$ cat src/rtl/intr_pkg.sv
package intr_pkg;

   typedef enum logic [3:0] {
      S_IDLE,
      S_PSH_HI,
      S_PSH_LO,
      S_PSH_ST,
      S_VEC_LO,
      S_VEC_HI,
      S_VEC_FIN,
      S_POP_ST,
      S_POP_LO,
      S_POP_HI,
      S_RET_FIN
   } seq_state_e;

   typedef enum logic [1:0] {
      SRC_NONE,
      SRC_NMI,
      SRC_IRQ,
      SRC_RET
   } seq_src_e;

endpackage

$ cat src/rtl/intr_nmi_latch.sv
module intr_nmi_latch #(
   parameter bit ACTIVE_LOW = 1'b0
) (
   input  logic clk,
   input  logic rst_n,
   input  logic nmi_pin,
   input  logic clear,
   output logic pend
);

   logic act;
   logic act_q;

   generate
      if (ACTIVE_LOW) begin : g_pol_lo
         assign act = ~nmi_pin;
      end else begin : g_pol_hi
         assign act = nmi_pin;
      end
   endgenerate

   wire edge_seen = act & ~act_q;

   always_ff @(posedge clk or negedge rst_n) begin
      if (!rst_n) begin
         act_q <= 1'b0;
         pend  <= 1'b0;
      end else begin
         act_q <= act;
         // a new edge in the clearing cycle is kept
         pend  <= edge_seen | (pend & ~clear);
      end
   end

endmodule

$ cat src/rtl/intr_arb.sv
module intr_arb
   import intr_pkg::*;
#(
   parameter int DW       = 8,
   parameter int IDIS_BIT = 2
) (
   input  logic          idle,
   input  logic          boundary,
   input  logic          ret_req,
   input  logic          nmi_pend,
   input  logic          irq_act,
   input  logic [DW-1:0] status,
   output seq_src_e      grant
);

   wire irq_ok = irq_act & ~status[IDIS_BIT];

   always_comb begin
      grant = SRC_NONE;
      if (idle) begin
         if (ret_req)                    grant = SRC_RET;
         else if (boundary && nmi_pend)  grant = SRC_NMI;
         else if (boundary && irq_ok)    grant = SRC_IRQ;
      end
   end

endmodule

$ cat src/rtl/intr_bus_gen.sv
module intr_bus_gen
   import intr_pkg::*;
#(
   parameter int          AW         = 16,
   parameter int          DW         = 8,
   parameter int          SP_W       = 8,
   parameter int unsigned STACK_PAGE = 1
) (
   input  seq_state_e      state,
   input  logic [SP_W-1:0] sp_q,
   input  logic [AW-1:0]   pc_q,
   input  logic [DW-1:0]   st_q,
   input  logic [AW-1:0]   vec_q,
   output logic            mem_req,
   output logic            mem_we,
   output logic [AW-1:0]   mem_addr,
   output logic [DW-1:0]   mem_wdata
);

   localparam int PAGE_W = AW - SP_W;
   localparam logic [PAGE_W-1:0] PAGE_BITS = PAGE_W'(STACK_PAGE);

   logic [SP_W-1:0] sp_off;

   always_comb begin
      mem_req   = 1'b0;
      mem_we    = 1'b0;
      sp_off    = sp_q;
      mem_wdata = '0;
      mem_addr  = '0;
      unique case (state)
         S_PSH_HI: begin
            mem_req = 1'b1; mem_we = 1'b1;
            sp_off = sp_q;
            mem_wdata = pc_q[AW-1:DW];
         end
         S_PSH_LO: begin
            mem_req = 1'b1; mem_we = 1'b1;
            sp_off = sp_q - SP_W'(1);
            mem_wdata = pc_q[DW-1:0];
         end
         S_PSH_ST: begin
            mem_req = 1'b1; mem_we = 1'b1;
            sp_off = sp_q - SP_W'(2);
            mem_wdata = st_q;
         end
         S_POP_ST: begin
            mem_req = 1'b1;
            sp_off = sp_q + SP_W'(1);
         end
         S_POP_LO: begin
            mem_req = 1'b1;
            sp_off = sp_q + SP_W'(2);
         end
         S_POP_HI: begin
            mem_req = 1'b1;
            sp_off = sp_q + SP_W'(3);
         end
         default: ;
      endcase
      if (state == S_VEC_LO) begin
         mem_req  = 1'b1;
         mem_addr = vec_q;
      end else if (state == S_VEC_HI) begin
         mem_req  = 1'b1;
         mem_addr = vec_q + AW'(1);
      end else begin
         mem_addr = {PAGE_BITS, sp_off};
      end
   end

endmodule

$ cat src/rtl/intr_seq.sv
module intr_seq
   import intr_pkg::*;
#(
   parameter int          AW             = 16,
   parameter int          DW             = 8,
   parameter int          SP_W           = 8,
   parameter int unsigned STACK_PAGE     = 1,
   parameter logic [15:0] NMI_VEC        = 16'hFFFA,
   parameter logic [15:0] IRQ_VEC        = 16'hFFFE,
   parameter int          IDIS_BIT       = 2,
   parameter bit          NMI_ACTIVE_LOW = 1'b0,
   parameter bit          IRQ_ACTIVE_LOW = 1'b0
) (
   input  logic            clk,
   input  logic            rst_n,
   input  logic            nmi_pin,
   input  logic            irq_pin,
   input  logic            insn_done,
   input  logic            rti_req,
   input  logic [AW-1:0]   pc_in,
   input  logic [DW-1:0]   status_in,
   input  logic [SP_W-1:0] sp_in,
   output logic            busy,
   output logic            mem_req,
   output logic            mem_we,
   output logic [AW-1:0]   mem_addr,
   output logic [DW-1:0]   mem_wdata,
   input  logic [DW-1:0]   mem_rdata,
   output logic            pc_load,
   output logic [AW-1:0]   pc_out,
   output logic            st_load,
   output logic [DW-1:0]   st_out,
   output logic            sp_load,
   output logic [SP_W-1:0] sp_out
);

   localparam int CTX_BYTES = AW / DW + 1;
   localparam logic [DW-1:0] IDIS_MASK = DW'(1) << IDIS_BIT;

   generate
      if (AW != 2 * DW) begin : g_bad_aw
         $error("program counter must be two data bytes wide");
      end
      if (IDIS_BIT >= DW) begin : g_bad_idis
         $error("interrupt-disable bit outside the status byte");
      end
      if (SP_W >= AW) begin : g_bad_sp
         $error("stack pointer must be narrower than the address");
      end
   endgenerate

   seq_state_e      state_q, state_d;
   seq_src_e        grant;
   logic            nmi_pend;
   logic            irq_act;
   logic [AW-1:0]   pc_q;
   logic [DW-1:0]   st_q;
   logic [DW-1:0]   st_pop_q;
   logic [DW-1:0]   lo_q;
   logic [SP_W-1:0] sp_q;
   logic [AW-1:0]   vec_q;

   generate
      if (IRQ_ACTIVE_LOW) begin : g_irq_lo
         assign irq_act = ~irq_pin;
      end else begin : g_irq_hi
         assign irq_act = irq_pin;
      end
   endgenerate

   wire idle = (state_q == S_IDLE);

   intr_nmi_latch #(.ACTIVE_LOW(NMI_ACTIVE_LOW)) u_nmi (
      .clk     (clk),
      .rst_n   (rst_n),
      .nmi_pin (nmi_pin),
      .clear   (grant == SRC_NMI),
      .pend    (nmi_pend)
   );

   intr_arb #(.DW(DW), .IDIS_BIT(IDIS_BIT)) u_arb (
      .idle     (idle),
      .boundary (insn_done),
      .ret_req  (rti_req),
      .nmi_pend (nmi_pend),
      .irq_act  (irq_act),
      .status   (status_in),
      .grant    (grant)
   );

   intr_bus_gen #(
      .AW(AW), .DW(DW), .SP_W(SP_W), .STACK_PAGE(STACK_PAGE)
   ) u_bus (
      .state     (state_q),
      .sp_q      (sp_q),
      .pc_q      (pc_q),
      .st_q      (st_q),
      .vec_q     (vec_q),
      .mem_req   (mem_req),
      .mem_we    (mem_we),
      .mem_addr  (mem_addr),
      .mem_wdata (mem_wdata)
   );

   always_comb begin
      state_d = state_q;
      unique case (state_q)
         S_IDLE: begin
            if (grant == SRC_RET)                            state_d = S_POP_ST;
            else if (grant == SRC_NMI || grant == SRC_IRQ)   state_d = S_PSH_HI;
         end
         S_PSH_HI:  state_d = S_PSH_LO;
         S_PSH_LO:  state_d = S_PSH_ST;
         S_PSH_ST:  state_d = S_VEC_LO;
         S_VEC_LO:  state_d = S_VEC_HI;
         S_VEC_HI:  state_d = S_VEC_FIN;
         S_VEC_FIN: state_d = S_IDLE;
         S_POP_ST:  state_d = S_POP_LO;
         S_POP_LO:  state_d = S_POP_HI;
         S_POP_HI:  state_d = S_RET_FIN;
         S_RET_FIN: state_d = S_IDLE;
         default:   state_d = S_IDLE;
      endcase
   end

   always_ff @(posedge clk or negedge rst_n) begin
      if (!rst_n) begin
         state_q  <= S_IDLE;
         pc_q     <= '0;
         st_q     <= '0;
         sp_q     <= '0;
         vec_q    <= '0;
         lo_q     <= '0;
         st_pop_q <= '0;
      end else begin
         state_q <= state_d;
         if (grant != SRC_NONE) begin
            pc_q  <= pc_in;
            st_q  <= status_in;
            sp_q  <= sp_in;
            vec_q <= (grant == SRC_NMI) ? AW'(NMI_VEC) : AW'(IRQ_VEC);
         end
         if (state_q == S_VEC_HI || state_q == S_POP_HI) lo_q <= mem_rdata;
         if (state_q == S_POP_LO) st_pop_q <= mem_rdata;
      end
   end

   wire entry_fin = (state_q == S_VEC_LO);
   wire ret_fin   = (state_q == S_RET_FIN);

   assign busy    = ~idle;
   assign st_load = entry_fin | ret_fin;
   assign sp_load = entry_fin | ret_fin;
   assign st_out  = entry_fin ? (st_q | IDIS_MASK) : st_pop_q;
   assign sp_out  = entry_fin ? (sp_q - SP_W'(CTX_BYTES)) : (sp_q + SP_W'(CTX_BYTES));
   assign pc_load = (state_q == S_VEC_FIN) | ret_fin;
   assign pc_out  = {mem_rdata, lo_q};

endmodule

$ cat config.mk
export PLATFORM = sky130hd
export DESIGN_NAME = intr_seq
export DESIGN_NICKNAME = d
export VERILOG_FILES = /design/src/rtl/intr_pkg.sv /design/src/rtl/intr_nmi_latch.sv /design/src/rtl/intr_arb.sv /design/src/rtl/intr_bus_gen.sv /design/src/rtl/intr_seq.sv
export SDC_FILE = /design/constraint.sdc
export NUM_CORES = 1
export LEC_CHECK = 0
export CELL_PAD_IN_SITES_DETAIL_PLACEMENT = 0
export CELL_PAD_IN_SITES_GLOBAL_PLACEMENT = 1
export CORE_MARGIN = 3
export CORE_UTILIZATION = 40
export CTS_CLUSTER_SIZE = 10
export DETAILED_ROUTE_END_ITERATION = 12
export MAX_ROUTING_LAYER = met4
export PLACE_DENSITY_LB_ADDON = 0.12
export SLEW_MARGIN = 10
export SYNTH_ARGS = -nofsm -noshare
export SYNTH_HDL_FRONTEND = slang
export SYNTH_SLANG_ARGS = --single-unit
$ cat constraint.sdc
create_clock -name clk -period 7.55 [get_ports clk]
set_input_delay 1.1325 -clock clk [delete_from_list [all_inputs] [get_ports clk]]
set_output_delay 1.1325 -clock clk [all_outputs]
set_load 0.01 [all_outputs]
======== After elaboration in Yosys (flattened, before gate mapping) ========
Index checks and enable logic that the tools add are counted.
storage, ports and cells
  output and inout port bits .............. 62
  bits of input ports ..................... 46
  word-level logic and storage cells ...... 66
  register bits ........................... 70
operators by class
  multiplexer cells ....................... 18
  add/sub/neg operators ................... 7
  equality and inequality tests ........... 14
  reductions and logical operators ........ 8
  bitwise gates (word level) .............. 10
operators with widths
  kind                                                                   number
  8-bit one-hot mux with 5 select lines                                  1
  4-bit one-hot mux with 9 select lines                                  1
  16-bit 2-to-1 mux                                                      2
  8-bit one-hot mux with 3 select lines                                  1
  16-bit by 1-bit adder with 16-bit output, second input constant        1
  8-bit by 2-bit adder with 8-bit output, second input constant          2
  4-bit by 3-bit equality test with 1-bit output, second input constant  4
  8-bit 2-to-1 mux                                                       2
  8-bit by 2-bit subtractor with 8-bit output, second input constant     2
  4-bit equality test, second input constant                             3
  8-bit by 1-bit adder with 8-bit output, second input constant          1
  4-bit by 2-bit equality test with 1-bit output, second input constant  2
  2-bit 2-to-1 mux                                                       4
  4-bit 2-to-1 mux                                                       2
  8-bit by 1-bit subtractor with 8-bit output, second input constant     1
  6-bit OR reduction                                                     1
  2-bit equality test, second input constant                             2
  4-bit by 1-bit equality test with 1-bit output, second input constant  1
  4-bit zero test                                                        1
  1-bit 2-to-1 mux                                                       4
  1-bit NOT                                                              4
  1-bit bitwise AND                                                      3
  3-bit 2-to-1 mux                                                       1
  3-bit by 1-bit != test with 1-bit output, second input constant        1
  6 further kinds                                                        10

======== Longest topological paths before layout ========
Gate-level depths: netlist (run 1).
  depth in word-level cells ............... 12
  gate-level depth with buffers ........... 11
  depth with buffers taken out ............ 10

======== Cells and area by module ========
A second synthesis (run 1) with hierarchy kept.
second synthesis, totals
  cells, all modules ...................... 475
  area, all modules ....................... 4362.9 um^2
by module, submodules not included
  module          sequential area each (um^2)  cells an instance  area each (um^2)  times used
  intr_seq        1351.3                       213                2595.0            1
  intr_bus_gen    0.0                          253                1666.6            1
  intr_nmi_latch  50.0                         5                  70.1              1
  intr_arb        0.0                          4                  31.3              1

======== Least setup slack after synthesis (run 1) ========
Ideal clock, no wire load.
  path kind ............................... register to output
  start point ............................. register state_q[0]
  end point ............................... output port mem_addr[7]
  path buffers ............................ 2
  setup slack ............................. 3795 ps
  cell stages (with the launch flop) ...... 12
  data required time ...................... 6418 ps
  arrival time ............................ 2622 ps
  cell sequence ........................... dfrtp_1 buf_2 nor3_1 buf_2 inv_1 ha_1 nor2b_1 o31a_1 o22ai_1 xnor2_1 a221oi_1 nor3_1
on the way
  word-level cells in the longest chain between the ends .. 4
  elaborated cells between the ends (all ways) .. 10
  classes of those cells .................. 7 x eq/ne; 3 x mux
ends and longest elaborated chain
  what                                         RTL line            text
  from (decl)                                  intr_seq.sv:52      seq_state_e state_q, state_d;
  from (signal assigned)                       intr_seq.sv:136     state_q <= state_d;
  4-bit equality test (tied with other cells)  intr_bus_gen.sv:31  unique case (state)
  8-bit one-hot mux with 5 select lines        intr_bus_gen.sv:31
  16-bit 2-to-1 mux                            intr_bus_gen.sv:64  end else if (state == S_VEC_HI) begin
  16-bit 2-to-1 mux *                          intr_bus_gen.sv:61  if (state == S_VEC_LO) begin
  to (decl)                                    intr_seq.sv:26      output logic [AW-1:0] mem_addr,
Every way passes the cells marked *; elsewhere a longest branch is shown, timed or not.

======== Worst setup path in the final report (run 1) ========
  start point ............................. register state_q[2]
  end point ............................... output port mem_addr[7]
Same word-level chain as after synthesis.

==> flow_metrics.py, run 1 <==
metrics = {
    "synth": {
        "yosys.area.top_type": "dfrtp_1",
        "ys_top_cells_by_count": "56 x dfrtp_1, 56 x mux2_2, 41 x nand2_1",
        "synthTopCellsByArea": "dfrtp_1 36%, mux2_2 16%, ha_1 5.1%",
        "seq_area_frac_synth": 0.359,
        "synth_ff_type": "dfrtp_1",
        "synth_top_area_frac": 0.359,
        "syn_nets": 470,
        "synth_cell_type_count": 56,
        "async_reset_ff_frac": 1.00,
        "synth_area_um2": 3910,
        "synth_cells": 406,
        "ys_seq_elements": 56,
        "synth_edf_count": 0,
        "synth_warnings": 0,
        "syn_area_per_cell_um2": 9.62,
    },
    "drt": {
        "vias": 3256,
        "via_per_inst": 5.31,
        "ant_nets": 0,
        "detail_route.wirelength_um": 10100,
        "drt-initial-drc-count": 135,
        "drc": 0,
        "wl_per_cell_um": 16.5,
        "drt_pass1_iterations": 4,
    },
    "floorplanning": {
        "die_h_um": 105,
        "row_count": 35,
        "die-area_um2": 11000,
        "start_util": 0.417,
        "die_w_um": 105,
        "io_pins": 108,
        "design.core.area_um2": 9370,
    },
    "critical_path": {
        "crit_cells": 12,
        "cp-start-kind": "flop",
        "rr_endpoint": "sp_q[3]",
        "crit_type": "flop to primary output",
        "cp_top_family": "buffers and inverters",
        "cp.required_ps": 6420,
        "worstSetupEndpointType": "primary output",
        "reg2reg_depth": 6,
        "cp_num_buf_inv": 3,
        "startpoint": "state_q[2]",
        "cp.arrival_ps": 3740,
        "cp_max_fo": 22,
        "critPathSlowestCell": "dfrtp_1",
        "r2r_slack_ps": 4640,
        "worstPathCellList": "nand2b_1 -> nor3_2 -> buf_4 -> inv_1 -> ha_1 -> nor2b_1 -> o31a_1 -> o22ai_1 -> xnor2_1 -> a221oi_1 -> nor3_1 -> clkdlybuf4s50_1",
        "reg2reg_from": "state_q[2]",
        "crit_end": "mem_addr[7]",
        "max_stage_delay_ps": 650,
    },
    "grt": {
        "grt_max_degree": 57,
        "grt_pass1_vias": 3330,
        "grt_pass1_wl_um": 16600,
        "antenna_found_initial": 0,
        "grt_overflow_total": 0,
        "grt.total_usage": 0.188,
    },
    "layout": {
        "multi_input_comb_area_um2": 2220,
        "num-nets-final": 548,
        "regArea_um2": 1400,
        "n_antenna_cell": 0,
        "n_fill_cell": 878,
        "areaGrowthSynthToFinish_pct": 29.8,
        "layout-drive-gt1-share": 0.169,
        "stdcell_count": 613,
        "final_util": 0.541,
        "final_area_um2": 5070,
    },
    "sta": {
        "timing.final.crit_share": 0.646,
        "holdWs_ps": 422,
        "drv_slew": 0,
        "tns_ps": 0,
        "fin_skew_ps": 2.76,
        "rsz0062_at_grt": "false",
        "min_period_ps": 4870,
        "layout_setup_ws_ps": 2680,
        "slew-limit-headroom": 0.320,
        "setup_viol": 0,
        "max_freq_mhz": 205,
        "tightest_slew_ps": 1010,
        "hold_violations": 0,
    },
    "cts": {
        "clkLatencyLatePin_ps": 310,
        "postCtsSetupBuffers": 0,
        "cts_buffers": 5,
        "clock-root-buffer": "clkbuf_8",
        "cts_buffer_depth": 2,
        "cts_resized": 0,
        "tritoncts": "done",
        "cts_hold_buf": 0,
        "htree_levels": 2,
        "clock_sinks": 56,
        "clk_pin_slew_worst_paths_ps": 100,
    },
    "power": {
        "total_leakage_power_nw": 2.08,
        "total_power_mw": 2.68,
        "peakVddDrop_mv": 0.180,
        "p_per_area_nw_per_um2": 528,
    },
    "placed_design": {
        "dp_cells": 606,
        "post_dp_cell_area_um2": 4940,
        "place_hpwl_um": 7580,
        "numPortBuffers": 107,
        "place_congestion": 0.818,
        "pre_cts_slack_ps": 3040,
    },
    "min_path": {
        "hold_path.class": "flop to flop",
        "holdCritStartpoint": "u_nmi.act_q",
    },
    "flow_run": {
        "maxCapViolCount": 0,
    },
    "status": {
        "outcome": "finished, final reports clean",
    },
}
placed cells by master, fill, tap and decap left out, drive strengths merged, types with 2 or more instances in the layout:
cell           count
a211oi             3
a21o               2
a21oi             18
a221oi             6
a22oi              9
a31oi              3
and2b              2
and3b              2
buf                6
bufinv             2
clkbuf             5
clkdlybuf4s50    106
dfrtp             56
fa                 2
ha                16
inv               15
mux2              56
mux2i              2
nand2             41
nand2b            14
nand3              5
nor2              21
nor2b              3
nor3              13
o21ai             23
o22ai              6
or2                3
or3                2
xnor2             16
xor2               7
power breakdown:
group	internal [mW]	switching, mW
clock network	0.131	0.0978
logic	0.967	0.862
registers	0.447	0.172
per-layer routing:
layer  vias to the layer above  global-route usage  wire (µm)
met5                         -                   -          0
met4                         0              0.0412        144
met3                        11              0.0272        419
met2                        90               0.313       4890
met1                      1585               0.246       4670
li1                       1570                   -          -
sequential cells by signal, indices dropped and copies added (netlist names):
register,flops
pc_q,16
lo_q,8
sp_q,8
st_pop_q,8
st_q,8
state_q,4
vec_q,2
u_nmi.act_q,1
u_nmi.pend,1
worst min path at each step:
stage | to | slack [ps] | cells after the start
2_1_floorplan | u_nmi.pend | 400 | 1
3_3_place_gp | u_nmi.pend | 400 | 1
3_5_place_dp | u_nmi.pend | 410 | 1
4_1_cts | u_nmi.pend | 430 | 1
5_1_grt | u_nmi.pend | 440 | 1
6_report | u_nmi.pend | 420 | 1
logic make-up (layout without fill, tap and decap cells):
group | Yosys count | after routing | synth area share
simple gates | 111 | 111 | 0.146
compound gates | 84 | 84 | 0.140
mux | 58 | 58 | 0.167
flops | 56 | 56 | 0.359
buf+inv | 56 | 134 | 0.0740
xor+xnor | 23 | 23 | 0.0535
fa+ha+maj | 18 | 18 | 0.0615
worst register-to-register path, stage by stage (launching register included):
cell	delay (ps)
dfrtp_1	650
or2_2	550
nor3_1	420
o21ai_0	240
ha_1	310
buf_4	290
mux2_2	340
layout make-up:
type	instances	share of cell area
multi-input cells	294	0.438
flip-flops and latches	56	0.276
repair buffers	112	0.218
well taps	129	0.0318
clock buffers	5	0.0136
clock inverters	2	0.0118
inverters	15	0.0111
No activity file was read; power rests on OpenSTA's default activity.
==> run 2: changes to the inputs <==
- CORE_UTILIZATION: 40 -> 33
- clock period: 7.55 -> 4.4 ns (I/O delays scaled with it)
==> flow_metrics.py, run 2 (synthesis gave the netlist of run 1 again) <==
metrics = {
    "cts": {
        "clkLatencyLatePin_ps": 290,
        "cts_buffers": 5,
        "tritoncts": "done",
        "clk_pin_slew_worst_paths_ps": 70,
        "postCtsSetupBuffers": 0,
        "htree_levels": 2,
        "cts_hold_buf": 0,
        "clock_sinks": 56,
        "cts_resized": 0,
        "cts_buffer_depth": 2,
        "clock-root-buffer": "clkbuf_16",
    },
    "critical_path": {
        "crit_type": "flop to primary output",
        "cp.arrival_ps": 3420,
        "cp-start-kind": "flop",
        "worstSetupEndpointType": "primary output",
        "cp_top_family": "simple AND/OR/NAND/NOR gates",
        "cp_num_buf_inv": 2,
        "max_stage_delay_ps": 630,
        "cp.required_ps": 3740,
        "worstPathCellList": "and2b_4 -> nand3_4 -> inv_1 -> fa_1 -> nand2b_1 -> a21oi_1 -> o31ai_1 -> xnor2_1 -> a221oi_1 -> nor3_1 -> clkdlybuf4s50_1",
        "cp_max_fo": 16,
        "critPathSlowestCell": "dfrtp_1",
    },
    "sta": {
        "rsz0062_at_grt": "false",
        "slew-limit-headroom": 0.617,
        "min_period_ps": 4080,
        "tns_ps": 0,
        "fin_skew_ps": 3.46,
        "setup_viol": 0,
        "max_freq_mhz": 245,
        "drv_slew": 0,
        "tightest_slew_ps": 574,
        "hold_violations": 0,
        "timing.final.crit_share": 0.927,
        "holdWs_ps": 354,
    },
    "power": {
        "total_leakage_power_nw": 2.12,
        "p_sw_frac": 0.426,
        "peakVddDrop_mv": 0.323,
        "power.share.clock": 0.087,
        "p_per_area_nw_per_um2": 907,
        "switchingPower_mw": 1.99,
        "p_int_mw": 2.68,
        "combPwrFrac": 0.697,
        "seq_power_share": 0.216,
    },
    "drt": {
        "via_per_inst": 5.12,
        "drt-initial-drc-count": 118,
        "detail_route.wirelength_um": 10700,
        "ant_nets": 0,
        "drt_pass1_iterations": 4,
        "drc": 0,
        "wl_per_cell_um": 16.8,
        "vias": 3244,
    },
    "grt": {
        "grt_overflow_total": 0,
        "antenna_found_initial": 0,
        "grt_max_degree": 35,
        "grt_pass1_vias": 3414,
        "grt_pass1_wl_um": 17200,
        "grt.total_usage": 0.169,
    },
    "floorplanning": {
        "die_w_um": 115,
        "start_util": 0.339,
        "row_count": 39,
        "die-area_um2": 13200,
        "die_h_um": 115,
        "design.core.area_um2": 11500,
        "io_pins": 108,
    },
    "layout": {
        "stdcell_count": 634,
        "n_antenna_cell": 0,
        "layout-drive-gt1-share": 0.181,
        "top_register": "pc_q",
        "layout_common_cells": "106 x clkdlybuf4s50_1, 56 x mux2_2, 56 x dfrtp_1",
        "areaGrowthSynthToFinish_pct": 31.9,
        "num-nets-final": 554,
        "final_util": 0.448,
        "n_fill_cell": 1124,
        "layout_commonest_cell": "clkdlybuf4s50_1",
        "largest_reg_flops": 16,
        "final_area_um2": 5150,
    },
    "min_path": {
        "hold_path.class": "input port to async pin",
    },
    "placed_design": {
        "post_dp_cell_area_um2": 5010,
        "numPortBuffers": 107,
        "dp_cells": 626,
        "place_hpwl_um": 8080,
        "place_congestion": 0.886,
    },
    "flow_run": {
        "maxCapViolCount": 0,
    },
    "status": {
        "outcome": "finished, final reports clean",
    },
}
==> run 2: changes by cell type in the layout (fill, tap and decap cells not counted), sizes merged <==
| cell | previous run | this run |
|---|---|---|
| inv | 15 | 16 |
| buf | 6 | 12 |
| clkinv | 0 | 2 |
| bufinv | 2 | 0 |
==> run 2: path summary, 6_finish.rpt <==
kind | from | endpoint | slack (ps) | cells past startpoint
worst max-delay path | state_q[3] | mem_addr[6] | 320 | 11
worst min-delay path | rst_n | vec_q[2] | 350 | 1
worst max register to register | state_q[3] | sp_q[4] | 1660 | 6
worst min register to register | u_nmi.act_q | u_nmi.pend | 420 | 1
max in group asynchronous | rst_n | lo_q[7] | 3180 | 2
min in group clk | u_nmi.act_q | u_nmi.pend | 420 | 1
==> run 2: final cells by class <==
type / instances / area, µm² / share of cell area
Inverter: 15 / 56.3 / 0.0109
Clock inverter: 3 / 22.5 / 0.00437
Timing Repair Buffer: 118 / 1150 / 0.223
Sequential cell: 56 / 1400 / 0.272
Multi-Input combinational cell: 294 / 2220 / 0.431
Clock buffer: 5 / 125 / 0.0243
Tap cell: 143 / 179 / 0.0347
==> run 2: worst reg2reg max path: stages (launching register included) <==
cell and delay [ps]:
dfrtp_1 550, or2_2 500, nor3_1 400, o21ai_0 220, ha_1 310, buf_4 290, mux2_2 350
==> run 2: metrics by stage <==
| step | power, mW | worst slack, ps |
|---|---|---|
| 3_3_place_gp | 4.28 | 711 |
| 5_1_grt | 5.06 | 56.2 |
| 4_1_cts | 4.72 | 313 |
| 2_1_floorplan | 3.06 | 1120 |
| 6_report | 4.67 | 319 |
| 3_5_place_dp | 4.29 | 646 |
==> run 2: routing by layer <==
metal,wire (µm),global-route usage,vias to the layer above
met3,392,0.0247,17
li1,-,-,1584
met2,5180,0.279,84
met5,0,-,-
met4,193,0.0462,0
met1,4910,0.219,1559
==> run 2: power by group through the flow <==
stage          registers (mW)  logic (mW)  clock network [mW]
4_1_cts                  1.01        3.29               0.423
3_3_place_gp             1.02        3.26                   0
5_1_grt                  1.05        3.57               0.439
6_report                 1.01        3.26               0.407
3_5_place_dp             1.02        3.27                   0
2_1_floorplan           0.929        2.13                   0
